[src/rtl/qpos_pkg.sv]
package qpos_pkg;

  typedef enum logic {
    SIG_QUAD   = 1'b0,
    SIG_CLKDIR = 1'b1
  } sig_mode_e;

  typedef struct packed {
    logic      idx_clr_pos;
    logic      idx_inv;
    logic      dir_inv;
    logic      x4;
    sig_mode_e mode;
  } qpos_cfg_t;

endpackage

[src/rtl/qpos_sync.sv]
module qpos_sync #(
  parameter int WIDTH  = 3,
  parameter int STAGES = 2
) (
  input  logic             clk,
  input  logic             rst_n,
  input  logic [WIDTH-1:0] d_i,
  output logic [WIDTH-1:0] q_o
);

  logic [STAGES-1:0][WIDTH-1:0] stage_q;
  logic [STAGES-1:0][WIDTH-1:0] stage_d;

  generate
    for (genvar s = 0; s < STAGES; s++) begin : g_stage
      if (s == 0) begin : g_head
        assign stage_d[s] = d_i;
      end else begin : g_tail
        assign stage_d[s] = stage_q[s-1];
      end
    end
  endgenerate

  always_ff @(posedge clk or negedge rst_n) begin
    if (!rst_n) stage_q <= '0;
    else        stage_q <= stage_d;
  end

  assign q_o = stage_q[STAGES-1];

endmodule

[src/rtl/qpos_decode.sv]
module qpos_decode
  import qpos_pkg::*;
(
  input  logic      clk,
  input  logic      rst_n,
  input  sig_mode_e mode_i,
  input  logic      x4_i,
  input  logic      dir_inv_i,
  input  logic      idx_inv_i,
  input  logic      a_i,
  input  logic      b_i,
  input  logic      idx_i,
  output logic      step_o,
  output logic      rev_o,
  output logic      idx_pulse_o,
  output logic      dir_o,
  output logic      ev_clk_o,
  output logic      ev_err_o,
  output logic      ev_dir_o,
  output logic      ev_idx_o
);

  logic prev_a_q, prev_b_q, prev_idx_q;
  logic dir_q, ev_clk_q, ev_err_q, ev_dir_q, ev_idx_q;
  logic a_chg, b_chg, step, err, fwd, rev_step, idx_pulse;
  logic dir_en, ev_dir_d;

  // edge classification of the synchronised phases
  always_comb begin
    a_chg = a_i ^ prev_a_q;
    b_chg = b_i ^ prev_b_q;
    step  = 1'b0;
    err   = 1'b0;
    fwd   = 1'b1;
    if (mode_i == SIG_CLKDIR) begin
      step = a_chg & a_i;
      fwd  = ~b_i;
    end else if (a_chg && b_chg) begin
      err = 1'b1;
    end else if (a_chg) begin
      step = 1'b1;
      fwd  = a_i ^ b_i;
    end else if (b_chg && x4_i) begin
      step = 1'b1;
      fwd  = ~(a_i ^ b_i);
    end
  end

  // polarity handling relative to the raw previous index level
  always_comb begin
    rev_step  = ~fwd ^ dir_inv_i;
    idx_pulse = idx_inv_i ? (prev_idx_q & ~idx_i) : (~prev_idx_q & idx_i);
    dir_en    = step;
    ev_dir_d  = step & (rev_step != dir_q);
  end

  always_ff @(posedge clk or negedge rst_n) begin
    if (!rst_n) begin
      prev_a_q   <= 1'b0;
      prev_b_q   <= 1'b0;
      prev_idx_q <= 1'b0;
      ev_clk_q   <= 1'b0;
      ev_err_q   <= 1'b0;
      ev_dir_q   <= 1'b0;
      ev_idx_q   <= 1'b0;
    end else begin
      prev_a_q   <= a_i;
      prev_b_q   <= b_i;
      prev_idx_q <= idx_i;
      ev_clk_q   <= step;
      ev_err_q   <= err;
      ev_dir_q   <= ev_dir_d;
      ev_idx_q   <= idx_pulse;
    end
  end

  always_ff @(posedge clk or negedge rst_n) begin
    if (!rst_n)      dir_q <= 1'b0;
    else if (dir_en) dir_q <= rev_step;
  end

  assign step_o      = step;
  assign rev_o       = step ? rev_step : dir_q;
  assign idx_pulse_o = idx_pulse;
  assign dir_o       = dir_q;
  assign ev_clk_o    = ev_clk_q;
  assign ev_err_o    = ev_err_q;
  assign ev_dir_o    = ev_dir_q;
  assign ev_idx_o    = ev_idx_q;

  // a reported reversal always coincides with a flip of the held direction
  assert_dir_flip_R4 : assert property (@(posedge clk) disable iff (!rst_n)
    ev_dir_q |-> (dir_q != $past(dir_q)));

endmodule

[src/rtl/qpos_pos_ctr.sv]
module qpos_pos_ctr #(
  parameter int POS_W = 16
) (
  input  logic             clk,
  input  logic             rst_n,
  input  logic             step_i,
  input  logic             rev_i,
  input  logic             clr_i,
  input  logic [POS_W-1:0] max_i,
  output logic [POS_W-1:0] pos_o
);

  localparam logic [POS_W-1:0] ONE = POS_W'(1);

  logic [POS_W-1:0] pos_q, pos_d;
  logic             pos_en;

  always_comb begin
    pos_en = clr_i | step_i;
    pos_d  = pos_q;
    if (clr_i) begin
      pos_d = '0;
    end else if (step_i) begin
      if (rev_i) pos_d = (pos_q == '0)   ? max_i : pos_q - ONE;
      else       pos_d = (pos_q >= max_i) ? '0    : pos_q + ONE;
    end
  end

  always_ff @(posedge clk or negedge rst_n) begin
    if (!rst_n)      pos_q <= '0;
    else if (pos_en) pos_q <= pos_d;
  end

  assign pos_o = pos_q;

  assert_fwd_wrap_R5 : assert property (@(posedge clk) disable iff (!rst_n)
    (step_i && !rev_i && !clr_i && (pos_q >= max_i)) |=> (pos_q == '0));

  assert_back_wrap_R5 : assert property (@(posedge clk) disable iff (!rst_n)
    (step_i && rev_i && !clr_i && (pos_q == '0)) |=> (pos_q == $past(max_i)));

  assert_pos_clear_R8 : assert property (@(posedge clk) disable iff (!rst_n)
    clr_i |=> (pos_q == '0));

endmodule

[src/rtl/qpos_idx_ctr.sv]
module qpos_idx_ctr #(
  parameter int IDX_W = 8
) (
  input  logic             clk,
  input  logic             rst_n,
  input  logic             pulse_i,
  input  logic             rev_i,
  input  logic             clr_i,
  output logic [IDX_W-1:0] idx_o
);

  localparam logic [IDX_W-1:0] ONE = IDX_W'(1);

  logic [IDX_W-1:0] idx_q, idx_d;
  logic             idx_en;

  always_comb begin
    idx_en = clr_i | pulse_i;
    if (clr_i)      idx_d = '0;
    else if (rev_i) idx_d = idx_q - ONE;
    else            idx_d = idx_q + ONE;
  end

  always_ff @(posedge clk or negedge rst_n) begin
    if (!rst_n)      idx_q <= '0;
    else if (idx_en) idx_q <= idx_d;
  end

  assign idx_o = idx_q;

  assert_idx_moves_R7 : assert property (@(posedge clk) disable iff (!rst_n)
    (pulse_i && !clr_i) |=> (idx_q != $past(idx_q)));

  assert_idx_clear_R8 : assert property (@(posedge clk) disable iff (!rst_n)
    clr_i |=> (idx_q == '0));

endmodule

[src/rtl/qpos_match.sv]
module qpos_match #(
  parameter int POS_W = 16,
  parameter int IDX_W = 8,
  parameter int N_CMP = 3
) (
  input  logic [POS_W-1:0]       pos_i,
  input  logic [N_CMP*POS_W-1:0] cmp_i,
  input  logic [IDX_W-1:0]       idx_i,
  input  logic [IDX_W-1:0]       idx_cmp_i,
  output logic [N_CMP-1:0]       pos_eq_o,
  output logic                   rev_eq_o,
  output logic [N_CMP-1:0]       combo_o
);

  assign rev_eq_o = (idx_i == idx_cmp_i);

  generate
    for (genvar n = 0; n < N_CMP; n++) begin : g_chan
      assign pos_eq_o[n] = (pos_i == cmp_i[n*POS_W +: POS_W]);
      assign combo_o[n]  = pos_eq_o[n] & rev_eq_o;
    end
  endgenerate

endmodule

[src/rtl/qpos_counter.sv]
module qpos_counter
  import qpos_pkg::*;
#(
  parameter int POS_W       = 16,
  parameter int IDX_W       = 8,
  parameter int N_CMP       = 3,
  parameter int SYNC_STAGES = 2
) (
  input  logic                   clk,
  input  logic                   rst_n,
  input  logic                   enc_a_i,
  input  logic                   enc_b_i,
  input  logic                   enc_idx_i,
  input  logic                   cfg_clkdir_i,
  input  logic                   cfg_x4_i,
  input  logic                   cfg_dir_inv_i,
  input  logic                   cfg_idx_inv_i,
  input  logic                   cfg_idx_clr_pos_i,
  input  logic                   cmd_clr_pos_i,
  input  logic                   cmd_clr_idx_i,
  input  logic [POS_W-1:0]       max_pos_i,
  input  logic [N_CMP*POS_W-1:0] pos_cmp_i,
  input  logic [IDX_W-1:0]       idx_cmp_i,
  output logic [POS_W-1:0]       pos_o,
  output logic [IDX_W-1:0]       idx_cnt_o,
  output logic                   dir_o,
  output logic                   ev_idx_o,
  output logic                   ev_dir_chg_o,
  output logic                   ev_phase_err_o,
  output logic                   ev_enc_clk_o,
  output logic [N_CMP-1:0]       pos_eq_o,
  output logic                   rev_eq_o,
  output logic [N_CMP-1:0]       combo_eq_o
);

  localparam int N_LINES = 3;

  logic [1:0]         rst_pipe_q;
  logic               rst_core_n;
  logic [N_LINES-1:0] sync_q;
  qpos_cfg_t          cfg;
  logic               step, rev, idx_pulse, pos_clr;

  // asynchronous assertion, synchronous release
  always_ff @(posedge clk or negedge rst_n) begin
    if (!rst_n) rst_pipe_q <= '0;
    else        rst_pipe_q <= {rst_pipe_q[0], 1'b1};
  end
  assign rst_core_n = rst_pipe_q[1];

  always_comb begin
    cfg.mode        = sig_mode_e'(cfg_clkdir_i);
    cfg.x4          = cfg_x4_i;
    cfg.dir_inv     = cfg_dir_inv_i;
    cfg.idx_inv     = cfg_idx_inv_i;
    cfg.idx_clr_pos = cfg_idx_clr_pos_i;
  end

  qpos_sync #(.WIDTH(N_LINES), .STAGES(SYNC_STAGES)) i_sync (
    .clk   (clk),
    .rst_n (rst_core_n),
    .d_i   ({enc_idx_i, enc_b_i, enc_a_i}),
    .q_o   (sync_q)
  );

  qpos_decode i_decode (
    .clk         (clk),
    .rst_n       (rst_core_n),
    .mode_i      (cfg.mode),
    .x4_i        (cfg.x4),
    .dir_inv_i   (cfg.dir_inv),
    .idx_inv_i   (cfg.idx_inv),
    .a_i         (sync_q[0]),
    .b_i         (sync_q[1]),
    .idx_i       (sync_q[2]),
    .step_o      (step),
    .rev_o       (rev),
    .idx_pulse_o (idx_pulse),
    .dir_o       (dir_o),
    .ev_clk_o    (ev_enc_clk_o),
    .ev_err_o    (ev_phase_err_o),
    .ev_dir_o    (ev_dir_chg_o),
    .ev_idx_o    (ev_idx_o)
  );

  assign pos_clr = cmd_clr_pos_i | (cfg.idx_clr_pos & idx_pulse);

  qpos_pos_ctr #(.POS_W(POS_W)) i_pos (
    .clk    (clk),
    .rst_n  (rst_core_n),
    .step_i (step),
    .rev_i  (rev),
    .clr_i  (pos_clr),
    .max_i  (max_pos_i),
    .pos_o  (pos_o)
  );

  qpos_idx_ctr #(.IDX_W(IDX_W)) i_idx (
    .clk     (clk),
    .rst_n   (rst_core_n),
    .pulse_i (idx_pulse),
    .rev_i   (rev),
    .clr_i   (cmd_clr_idx_i),
    .idx_o   (idx_cnt_o)
  );

  qpos_match #(.POS_W(POS_W), .IDX_W(IDX_W), .N_CMP(N_CMP)) i_match (
    .pos_i     (pos_o),
    .cmp_i     (pos_cmp_i),
    .idx_i     (idx_cnt_o),
    .idx_cmp_i (idx_cmp_i),
    .pos_eq_o  (pos_eq_o),
    .rev_eq_o  (rev_eq_o),
    .combo_o   (combo_eq_o)
  );

  // a phase error leaves the position where it was unless a clear hit it
  assert_err_holds_pos_R6 : assert property (@(posedge clk) disable iff (!rst_core_n)
    (ev_phase_err_o && !$past(cmd_clr_pos_i) && !(ev_idx_o && $past(cfg_idx_clr_pos_i)))
      |-> (pos_o == $past(pos_o)));

  assert_err_not_clk_R6 : assert property (@(posedge clk) disable iff (!rst_core_n)
    !(ev_phase_err_o && ev_enc_clk_o));

endmodule

[config.mk]
export PLATFORM = sky130hd
export DESIGN_NAME = qpos_counter
export DESIGN_NICKNAME = d
export VERILOG_FILES = /design/src/rtl/qpos_pkg.sv /design/src/rtl/qpos_sync.sv /design/src/rtl/qpos_decode.sv /design/src/rtl/qpos_pos_ctr.sv /design/src/rtl/qpos_idx_ctr.sv /design/src/rtl/qpos_match.sv /design/src/rtl/qpos_counter.sv
export SDC_FILE = /design/constraint.sdc
export NUM_CORES = 1
export LEC_CHECK = 0
export BUFFER_PORTS_ARGS = -buffer_cell sky130_fd_sc_hd__clkbuf_2
export CORE_MARGIN = 5
export CORE_UTILIZATION = 38
export CTS_BUF_LIST = sky130_fd_sc_hd__clkbuf_8
export DETAILED_ROUTE_END_ITERATION = 12
export PLACE_DENSITY = 0.62
export REMOVE_ABC_BUFFERS = 1
export SLEW_MARGIN = 0
export SYNTH_ARGS = -nofsm -noshare
export SYNTH_HDL_FRONTEND = slang
export SYNTH_SLANG_ARGS = --single-unit
[constraint.sdc]
create_clock -name clk -period 1.5 [get_ports clk]
set_input_delay 0.15 -clock clk [delete_from_list [all_inputs] [get_ports clk]]
set_output_delay 0.15 -clock clk [all_outputs]
set_load 0.1 [all_outputs]
==> summary.md <==
| Metric | Value |
|---|---|
| Post-synth top area cell | `dfrtp_1` |
| Min Tclk post-route | `~3.4 ns` |
| CTS tree | `yes` |
| Final Setup Violations | `33` |
| Final Net Count | `between 800 and 900` |
| Largest net degree at the start of global routing | `33` |
| Residual DRC | `0` |
| Yosys cell types | `62` |
| Crit Path Max Fanout | `7` |
| Status | `finished with violations` |
| Number of buffers created by CTS | `5` |
| Worst-skew pair later-pin latency | `0.30 ns` |
| First-pass iteration count of the detailed router | `7` |
| Die ar. | `11850 sq um` |
| Synthesized area per cell | `8.213 sq um` |
| Antenna violations before repair | `0` |
| Grt ovf | `0` |
| CTS max path bufs | `2` |
| Worst path slowest cell | `dfrtp_1` |
| Port buffer count | `about 120` |
| Fillers | `763` |
| Max Cap Viol | `0` |
| Vias per inst | `5.318` |
| Total power | `around 8500 uW` |
| Yosys top cell area share | `between 20% and 30%` |
| CTS sink count | `40` |
| Pwr/cell area | `1276 nW/um^2` |
| Reg area | `1010 sq um` |
| Core area | `9639 sq um` |
| Chip height | `108.8 um` |
| Worst slew margin | `63.76%` |
| EDFF count, synth | `0` |
| Gp weighted congestion | `0.9146` |
| Failing checks | `negative setup slack` |
| IO Count | `between 100 and 150` |
| Endpoints failing hold | `0` |
| Fin util | `68.86%` |
| Synth Instances | `roughly 450` |
| Routed Antenna Nets | `0` |
| Max Slew Vio Count | `0` |
| Maximum clock frequency | `296.0 MHz` |
| CTS HTree Levels | `2` |
| Final worst path period share | `225.2%` |
| GRT Total Usage | `23.49%` |
| Tightest Pin Transition | `0.5459 ns` |
| Final setup margin | `-1.879 ns` |
| Syn-to-layout area delta | `78.80%` |
| Routed via count | `4515` |
| Async SR Flop Fraction | `100.0%` |
| Maximum vdd drop | `slightly above 1 mV` |
| Synth Cell Area | `3712 sq um` |
| Initial DRC Count | `between 200 and 300` |
| Layout cell share with drive strength beyond 1 | `about half` |
| Post-synthesis sequential element count | `40` |
| Multi-input gate area | `2952 sq um` |
| Die X | `~110 um` |
| Wire per inst | `16.97 um` |
| Initial Util | `38.51%` |
| Vias in the first global route | `approximately 4500` |
| Row count | `36` |
| Critical Path Start Type | `register` |
| Clock root buffer | `clkbuf_8` |
| Synthesis Warnings | `0` |
| Clock Skews | `roughly 0.019 ns` |
| Setup crit end kind | `register` |
| Top_reg_cell synth | `dfrtp_1` |
| Crit-path cells | `ha_4 > and3b_1 > o31a_1 > or3_4 > and2_4 > a21o_4 > buf_4 > buf_6 > inv_4 > fa_2 > nor2b_4 > o21ai_2 > nand2b_1 > a21o_1 > a21oi_2 > xor2_1 > o31ai_1` |
| First-pass GRT wire length | `21940 um` |
| Worst Hold Class | `primary input to register` |
| Most frequent cell after synthesis | `xnor2_1` |
| WS Path Type | `register to register` |
| Synth top area cells | `dfrtp_1 (27%), xnor2_1 (15%), ha_1 (8.8%)` |
| RSZ-0062 raised after global routing | `yes` |
| Seq/Total Area, Yosys | `26.96%` |
| Diodes inserted | `0` |
| Pre-CTS setup slack | `-2.219 ns` |
| Detailed-placement wirelength estimate | `10820 um` |
| Leakage | `0.003124 uW` |
| Reg clk slew, reported paths | `0.09 ns` |
| Worst EP required | `approximately 1.7 ns` |
| Slowest Stage Delay on Critical Path | `between 0.4 and 0.5 ns` |
| Routed WL | `roughly 14000 um` |
| Crit path DAT | `3.57 ns` |
| Post-synth top cells | `xnor2_1 (62), dfrtp_1 (40), nand2_1 (32)` |
-- cell usage in the layout, fill, tap and decap left out, types with 19 or more instances in the layout --
cell and n:
nand2_1 31, buf_6 23, dfrtp_1 33, xnor2_1 43, nor2_1 29, xnor2_2 19, buf_12 26, clkbuf_2 94
a21oi_1 21, inv_1 24, buf_4 130, ha_1 21
-- critical path, delay by kind of cell (launching register included) --
family,cells,cell delay (ns)
simple gates,5,0.80
compound gates,6,1.05
xor+xnor,1,0.17
flops,1,0.41
buf+inv,3,0.33
fa+ha+maj,2,0.52
-- sequential cells by signal, indices dropped and copies added, names as in the netlist --
signal               cells
i_decode.dir_o           1
i_decode.prev_a_q        1
i_decode.ev_err_o        1
i_idx.idx_o              8
i_decode.ev_idx_o        1
i_decode.ev_clk_o        1
i_sync.q_o               3
i_decode.prev_idx_q      1
i_pos.pos_o             16
i_decode.prev_b_q        1
i_decode.ev_dir_o        1
rst_pipe_q               2
i_sync.stage_d           3
-- logic make-up after synthesis --
logic type | share of synthesized area (%)
adders and majority gates | 9.302
buffers and inverters | 5.527
other | 0.1010
AOI/OAI and AO/OA | 16.68
and+or+nand+nor | 22.89
muxes | 0.8426
xor gates and xnor gates | 17.69
DFF | 26.96
-- final cells by class --
type	count	share of cell area, %
sequential	40	15.21
inverter	27	1.602
timing repair buffer	281	34.93
multi-input combinational	360	44.47
clock inverter	3	0.2451
clock buffer	5	1.037
tap	133	2.507
-- layer usage --
| metal | share of wire (%) | global-route usage, % | vias up |
|---|---|---|---|
| li1 | - | - | 2141 |
| met3 | 6.8 | 3.789 | 21 |
| met2 | 52 | 42.06 | 177 |
| met4 | 0.81 | 3.427 | 0 |
| met1 | 40 | 30.38 | 2176 |
| met5 | 0 | 0 | - |
-- final timing paths --
kind,startpoint,end,slack (ns),cells after the start
max reg2reg,i_sync.q_o[0]$_DFF_PN0_,i_idx.idx_o[6]$_DFFE_PN0P_,-1.88,17
min in group asynchronous,rst_pipe_q[1]$_DFF_PN0_,i_pos.pos_o[3]$_DFFE_PN0P_,0.14,0
min reg2reg,rst_pipe_q[1]$_DFF_PN0_,i_pos.pos_o[3]$_DFFE_PN0P_,0.14,0
max in group asynchronous,rst_pipe_q[1]$_DFF_PN0_,i_pos.pos_o[7]$_DFFE_PN0P_,0.85,1
max,i_sync.q_o[0]$_DFF_PN0_,i_idx.idx_o[6]$_DFFE_PN0P_,-1.88,17
min,cmd_clr_idx_i,i_idx.idx_o[7]$_DFFE_PN0P_,0.12,2
-- per-stage QoR --
stage	instance area [sq um]	TNS, ns	instances	hold WS (ns)
2_1_floorplan	3608	-62.43	427	-0.1456
3_3_place_gp	5722	-32.25	811	-0.06455
3_5_place_dp	5722	-35.27	811	-0.06296
4_1_cts	6350	-35.00	840	0.1184
5_1_grt	6638	-39.61	849	0.1425
6_report	6638	-36.17	849	0.1196
-- report_power, final --
| group | switching [uW] | internal, uW |
|---|---|---|
| Sequential | 154 | 1220 |
| Clock | 403 | 320 |
| Combinational | 3430 | 2950 |
-- repair_timing --
action,CTS,global route
setup buffers,17,14
pin swaps,31,26
gates resized for setup,84,50
hold endpoints to repair,5,0
endpoints found under the setup margin,33,34
hold buffers,4,0
Power figures use the tool's default switching activity.
